[config.mk]
export PLATFORM = sky130hd
export DESIGN_NAME = sgnj_box_unit
export DESIGN_NICKNAME = d
export VERILOG_FILES = /design/src/rtl/sgnj_pkg.sv /design/src/rtl/sgnj_box_check.sv /design/src/rtl/sgnj_core.sv /design/src/rtl/sgnj_box_unit.sv
export SDC_FILE = /design/constraint.sdc
export NUM_CORES = 1
export LEC_CHECK = 0
export ABC_AREA = 1
export BUFFER_PORTS_ARGS = -buffer_cell sky130_fd_sc_hd__buf_2
export CAP_MARGIN = 15
export CORE_MARGIN = 8
export CORE_UTILIZATION = 39
export CTS_CLUSTER_DIAMETER = 100
export DETAILED_ROUTE_END_ITERATION = 10
export GPL_TIMING_DRIVEN = 0
export PLACE_DENSITY = 0.77
export SLEW_MARGIN = 25
export SYNTH_ARGS = -nofsm -noshare
export SYNTH_HDL_FRONTEND = slang
export SYNTH_SLANG_ARGS = --single-unit
[constraint.sdc]
create_clock -name clk -period 4.5 [get_ports clk]
set_input_delay 0 -clock clk [delete_from_list [all_inputs] [get_ports clk]]
set_output_delay 0 -clock clk [all_outputs]
set_load 0.005 [all_outputs]
[src/rtl/sgnj_pkg.sv]
// Shared definitions for the sign-injection unit.
// Assumes the boxing width is half the register width.
package sgnj_pkg;
    localparam int FLEN = 64;
    localparam int SLEN = 32;
    localparam logic [SLEN-1:0] CANON_QNAN = 32'h7FC0_0000;

    typedef enum logic [1:0] {
        OP_TAKE = 2'b00,
        OP_INV  = 2'b01,
        OP_XOR  = 2'b10,
        OP_RSV  = 2'b11
    } sgnj_op_e;
endpackage

[src/rtl/sgnj_box_check.sv]
// Checks the boxing of one operand and substitutes the boxed canonical NaN
// when the upper bits are not all ones. Purely combinational.
module sgnj_box_check
    import sgnj_pkg::*;
#(
    parameter int W  = FLEN,
    parameter int NW = SLEN
) (
    input  logic [W-1:0] raw,
    output logic [W-1:0] chk
);
    localparam int UW = W - NW;

    // Pass a correctly boxed operand through, otherwise use the boxed NaN.
    always_comb begin
        if (&raw[W-1:NW]) chk = raw;
        else              chk = {{UW{1'b1}}, CANON_QNAN};
    end
endmodule

[src/rtl/sgnj_core.sv]
// Combinational sign injection on already-checked operands.
// Assumes both inputs are properly boxed, so the kept box bits stay ones.
module sgnj_core
    import sgnj_pkg::*;
#(
    parameter int W  = FLEN,
    parameter int NW = SLEN
) (
    input  logic [1:0]   op,
    input  logic [W-1:0] a,
    input  logic [W-1:0] b,
    output logic [W-1:0] y
);
    localparam int SB = NW - 1;

    // Pick the sign source per operation and merge it with A's magnitude.
    always_comb begin
        y = a;
        unique case (op)
            OP_TAKE: y = {b[W-1:SB], a[SB-1:0]};
            OP_INV:  y[SB] = ~b[SB];
            OP_XOR:  y[SB] = a[SB] ^ b[SB];
            default: y = a;
        endcase
    end
endmodule

[src/rtl/sgnj_box_unit.sv]
// Top level: checks operand boxing, injects the sign, registers the result.
// Assumes one operation per cycle with no back-pressure. Latency is one cycle.
module sgnj_box_unit
    import sgnj_pkg::*;
#(
    parameter int W  = FLEN,
    parameter int NW = SLEN
) (
    input  logic         clk,
    input  logic         rst_n,
    input  logic         in_valid,
    input  logic [1:0]   op,
    input  logic [W-1:0] opnd_a,
    input  logic [W-1:0] opnd_b,
    output logic [W-1:0] result,
    output logic         res_valid,
    output logic         dirty,
    output logic         illegal
);
    logic [W-1:0] a_chk, b_chk, y_comb;
    logic         legal;

    sgnj_box_check #(.W(W), .NW(NW)) u_chk_a (.raw(opnd_a), .chk(a_chk));
    sgnj_box_check #(.W(W), .NW(NW)) u_chk_b (.raw(opnd_b), .chk(b_chk));
    sgnj_core      #(.W(W), .NW(NW)) u_core  (.op(op), .a(a_chk), .b(b_chk), .y(y_comb));

    assign legal = (op != OP_RSV);

    // Register the status flags, cleared by reset.
    always_ff @(posedge clk) begin
        if (!rst_n) begin
            res_valid <= 1'b0;
            dirty     <= 1'b0;
            illegal   <= 1'b0;
        end else begin
            res_valid <= in_valid && legal;
            dirty     <= in_valid && legal;
            illegal   <= in_valid && !legal;
        end
    end

    // Capture the result whenever a legal operation is accepted.
    always_ff @(posedge clk) begin
        if (in_valid && legal) result <= y_comb;
    end

    AST_BOXED_OUT: assert property (@(posedge clk) disable iff (!rst_n)
        res_valid |-> (&result[W-1:NW]));
    AST_DIRTY_PAIR: assert property (@(posedge clk) disable iff (!rst_n)
        dirty == res_valid);
    AST_ILLEGAL_EXCL: assert property (@(posedge clk) disable iff (!rst_n)
        illegal |-> !res_valid && !dirty);
    AST_LATENCY: assert property (@(posedge clk) disable iff (!rst_n)
        (in_valid && op != 2'b11) |=> res_valid);
    AST_RSV_FLAG: assert property (@(posedge clk) disable iff (!rst_n)
        (in_valid && op == 2'b11) |=> illegal);
    AST_NO_SPURIOUS: assert property (@(posedge clk) disable iff (!rst_n)
        !in_valid |=> !res_valid && !illegal);
endmodule

Yosys cells after proc, flatten, opt, wreduce, memory -nomap -nowiden
Index checks and enable logic that the tools add are counted.
{ "totals": {"regBits": 66, "inputBits": 133, "out_inout_bits": 67, "wordCells": 19} }
{ "classes": {"n_eq_ne": 3, "mux": 4, "bitwise_logic": 2, "n_reduce_logical": 6} }
{ "ops": {"columns": ["op", "n"], "rows": [
  ["two-way mux 64 bit", 2],
  ["AND reduction 32 bit", 2],
  ["two-way mux 32 bit", 1],
  ["one-hot mux 1 bit (3 select lines)", 1],
  ["equality test 2 x 1 -> 1 bit, second input constant", 1],
  ["equality test 2 bit, second input constant", 1],
  ["logical AND 1 bit", 2],
  ["logical NOT 2 bit", 1],
  ["!= test 2 bit, second input constant", 1],
  ["logical NOT 1 bit", 1],
  ["NOT 1 bit", 1],
  ["bitwise XOR 1 bit", 1]
]} }

Logic depth before layout (Yosys ltp)
{ "logic_depth": {"depth_word": 4, "ltp_mapped": 9, "ltp_nobuf": 9} }

Cells and area by module
From an unflattened synthesis, not the netlist that was laid out.
{ "unflattened": {"hier_cells": 463, "hier_area_um2": 4131.5} }
{ "by_module_without_submodules": {"columns": ["mod", "instances", "cells_each", "area_each_um2"], "rows": [
  ["sgnj_box_unit", 1, 74, 2003.2],
  ["sgnj_box_check", 2, 121, 700.7],
  ["sgnj_core", 1, 147, 726.9]
]} }

Least setup slack after synthesis
OpenSTA, ideal clock, no wires.
{ "synth_path": {"kind": "input-to-reg", "start": "input op[0]", "end": "register result[0] (enable)", "setup_time_ns": 0.487, "t_arrival_ns": 2.836, "required_ns": 4.013, "slack_ns": 1.177, "cell_stages": 3, "n_path_buf": 0, "path_cell_list": "nand2_1 -> inv_1 -> nor2_1"} }
{ "synth_via": {"elab_chain_len": 2} }
{ "synth_rtl": {"columns": ["element", "line_no", "text"], "rows": [
  ["start: declaration", "sgnj_box_unit.sv:12", "input logic [1:0] op,"],
  ["!= test 2 bit", "sgnj_box_unit.sv:27", "assign legal = (op != OP_RSV);"],
  ["logical AND 1 bit", "sgnj_box_unit.sv:44", "if (in_valid && legal) result <= y_comb;"],
  ["end signal: assignment", "sgnj_box_unit.sv:44", null],
  ["end: declaration", "sgnj_box_unit.sv:15", "output logic [W-1:0] result,"]
]} }
No other way between the ends.
A chain may end at the register's enable or synchronous reset.

Worst setup path after layout
{ "layout_path": {"start": "input op[1]", "end": "register result[4] (enable)"} }
Same word-level chain as after synthesis.

==> summary.txt <==
Die
  – Core area: ~0.0063 sq mm
  – Die area: a little over 0.009 sq mm
  – Rows: 29
  – Initial Utilization: 0.402
  – Io pins: 200
  – Die Y: 96.7 um
  – Die X: between 90 and 100 um

Worst setup path
  – Critical Path AT: 1.80 ns
  – CP max stage delay: 0.53 ns
  – WP buf/inv: 5
  – Crit. End Element: register
  – Most frequent CP cell: buf_16
  – CP Max Fanout: 26
  – Startpoint Class: primary input
  – CP startpoint: op[1]
  – Cell family with most CP delay: buffers and inverters
  – WS Path Type: in -> reg
  – Slowest CP cell: dlygate4sd3_1
  – Cell Chain, Critical Path: dlygate4sd3_1 > buf_2 > nand2_1 > inv_1 > nor2_4 > buf_16 > buf_16
  – Req. time, crit path: 4.52 ns

Clocking
  – CTS root buf: clkbuf_8
  – Clock Tree Buf Depth: 2
  – Num CTS Buffers: 9
  – Reg clk slew, reported paths: 0.06 ns
  – # clock sinks: 66
  – # resized after CTS: 0
  – H-tree depth: 3
  – CTS hold repair buffers: 35
  – Number of setup buffers added after CTS: 0
  – CTS tree: done

Drt
  – Antenna Nets Post-Route: 0
  – DRC viols: 0
  – Drt wl/cell: roughly 13 um
  – DR vias/cell: about 4.1
  – Initial drt markers: 69
  – Final WL: 6890 um
  – Via count: between 2,000 and 2,500
  – Drt pass-1 iters: 4

Status
  – Run status: finished, final reports clean

STA
  – Setup TNS: 0 ns
  – Final Slew Violations: 0
  – Final setup viols: 0
  – Worst-Margin Slew: 0.647 ns
  – Tmin final: 1.77 ns
  – Peak Freq: around 560 MHz
  – Period utilisation layout: 0.394
  – Hold Vio Cnt, Final: 0
  – Slew headroom: 0.568
  – RSZ-0062 raised after global routing: no

Final layout
  – Final net count: 585
  – Final Cell Area: ~0.0042 sq mm
  – Fraction of layout cells with a size suffix above 1: 0.425
  – N_diodes: 0
  – Area delta synth->final: 64.1%

Global routing
  – GRT overflow: 0
  – Largest net degree at the start of global routing: 27
  – First-pass GRT wire length: around 11,000 um
  – Vias in the first global route: about 2,500
  – Gr usage total: 0.148
  – Initial antenna violation count: 0

Place
  – Gpl congestion: between 0.7 and 0.8
  – Cell Area, Placed: 0.00366 sq mm
  – # port buffers: between 150 and 200
  – Dpl hpwl: between 5000 and 6000 um

Worst hold path
  – Worst hold start: opnd_a[10]
  – HP Class: in -> reg

Yosys
  – Post-synthesis sequential area ratio: 0.772
  – Synth Cell Area: ~0.0025 sq mm
  – FF+latch count, synth: 66
  – Ys Warns: 0
  – Count of different cell masters after synthesis: 16
  – Mean Syn Cell Area: about 12 sq um
  – Cells after Synth: between 200 and 250

Pwr
  – VDD IR max: 0.000215 V
  – Power Dens Cells: 310 mW/mm^2
  – Pleak: 0.00199 uW

Job
  – Max cap viols: 0
==> Yosys cell counts, drive strengths merged <==
cell type | number | area share
buf | 4 | 0.011
conb | 1 | 0.0015
dfxtp | 2 | 0.016
edfxtp | 64 | 0.76
inv | 28 | 0.041
nand2 | 46 | 0.069
nand3 | 4 | 0.0079
nand4 | 1 | 0.0025
nor2 | 43 | 0.066
nor3 | 2 | 0.0039
or2 | 10 | 0.025
==> stage by stage <==
step / worst slack (ns) / hold WS, ns / instances / util / power (uW)
after floorplan: 1.18 / 0.140 / 236 / - / 784
after global placement: 0.131 / 0.256 / 481 / 0.569 / 876
after detailed placement: 2.91 / 0.261 / 483 / 0.579 / 887
after CTS: 2.73 / 0.00605 / 534 / 0.660 / 1310
after global routing: 2.61 / 0.0392 / 534 / 0.660 / 1360
final: 2.73 / 0.0213 / 534 / 0.660 / 1290
==> cells by family after synthesis <==
group	Yosys count	share of synthesized area
buffers and inverters	32	0.0527
DFF	66	0.772
other	1	0.00148
and+or+nand+nor	106	0.173
==> report_power, final <==
group	switching [uW]	total (uW)	internal [uW]
registers	11.4	734	722
logic	70.0	162	92.1
clock network	203	398	195
==> flip-flops by register name, indices dropped and copies added, names as in the netlist <==
name	flops
dirty	1
illegal	1
result	64
==> path summary, 6_finish.rpt <==
path  cells past startpoint                       end
max                       7   result[4]$_SDFFCE_PP0P_
min                       3  result[10]$_SDFFCE_PP0P_
==> cell usage in the layout (no fill, tap or decap) <==
cell           netlist  layout
clkbuf_1             0       1
nor2_2               2       2
nor2_4               0       1
nand2_1             45      45
or2_1                8       8
clkinv_2             0       3
nand2_2              1       1
dlygate4sd3_1        0      35
nand3_1              4       4
clkinv_1             0       1
dfxtp_1              2       2
buf_16               0       2
nand4_1              1       1
edfxtp_1            64      64
buf_4                1       1
conb_1               1      32
nor2_1              41      40
clkbuf_8             0       9
inv_1               28      28
buf_2                2     170
nor3_1               2       2
clkinvlp_4           0       2
buf_6                1       1
or2_2                2       2
==> metal layers <==
layer | vias up | global-route usage | wire, um
li1 | 1121 | - | -
met1 | 965 | 0.148 | 2720
met2 | 112 | 0.264 | 3500
met3 | 2 | 0.0733 | 655
met4 | 0 | 0.0426 | 20
met5 | - | 0 | 0
==> area by class of cell <==
cell class / count / area [sq um]
Inverter: 28 / 105
Clock buffer: 10 / 128
Timing Repair Buffer: 205 / 1250
Multi-Input combinational cell: 138 / 568
Tap cell: 77 / 96.3
Fill cell: 503 / 2150
Sequential cell: 66 / 1960
Clock inverter: 6 / 33.8
Buffer: 4 / 28.8
(Power assumes the default switching activity.)
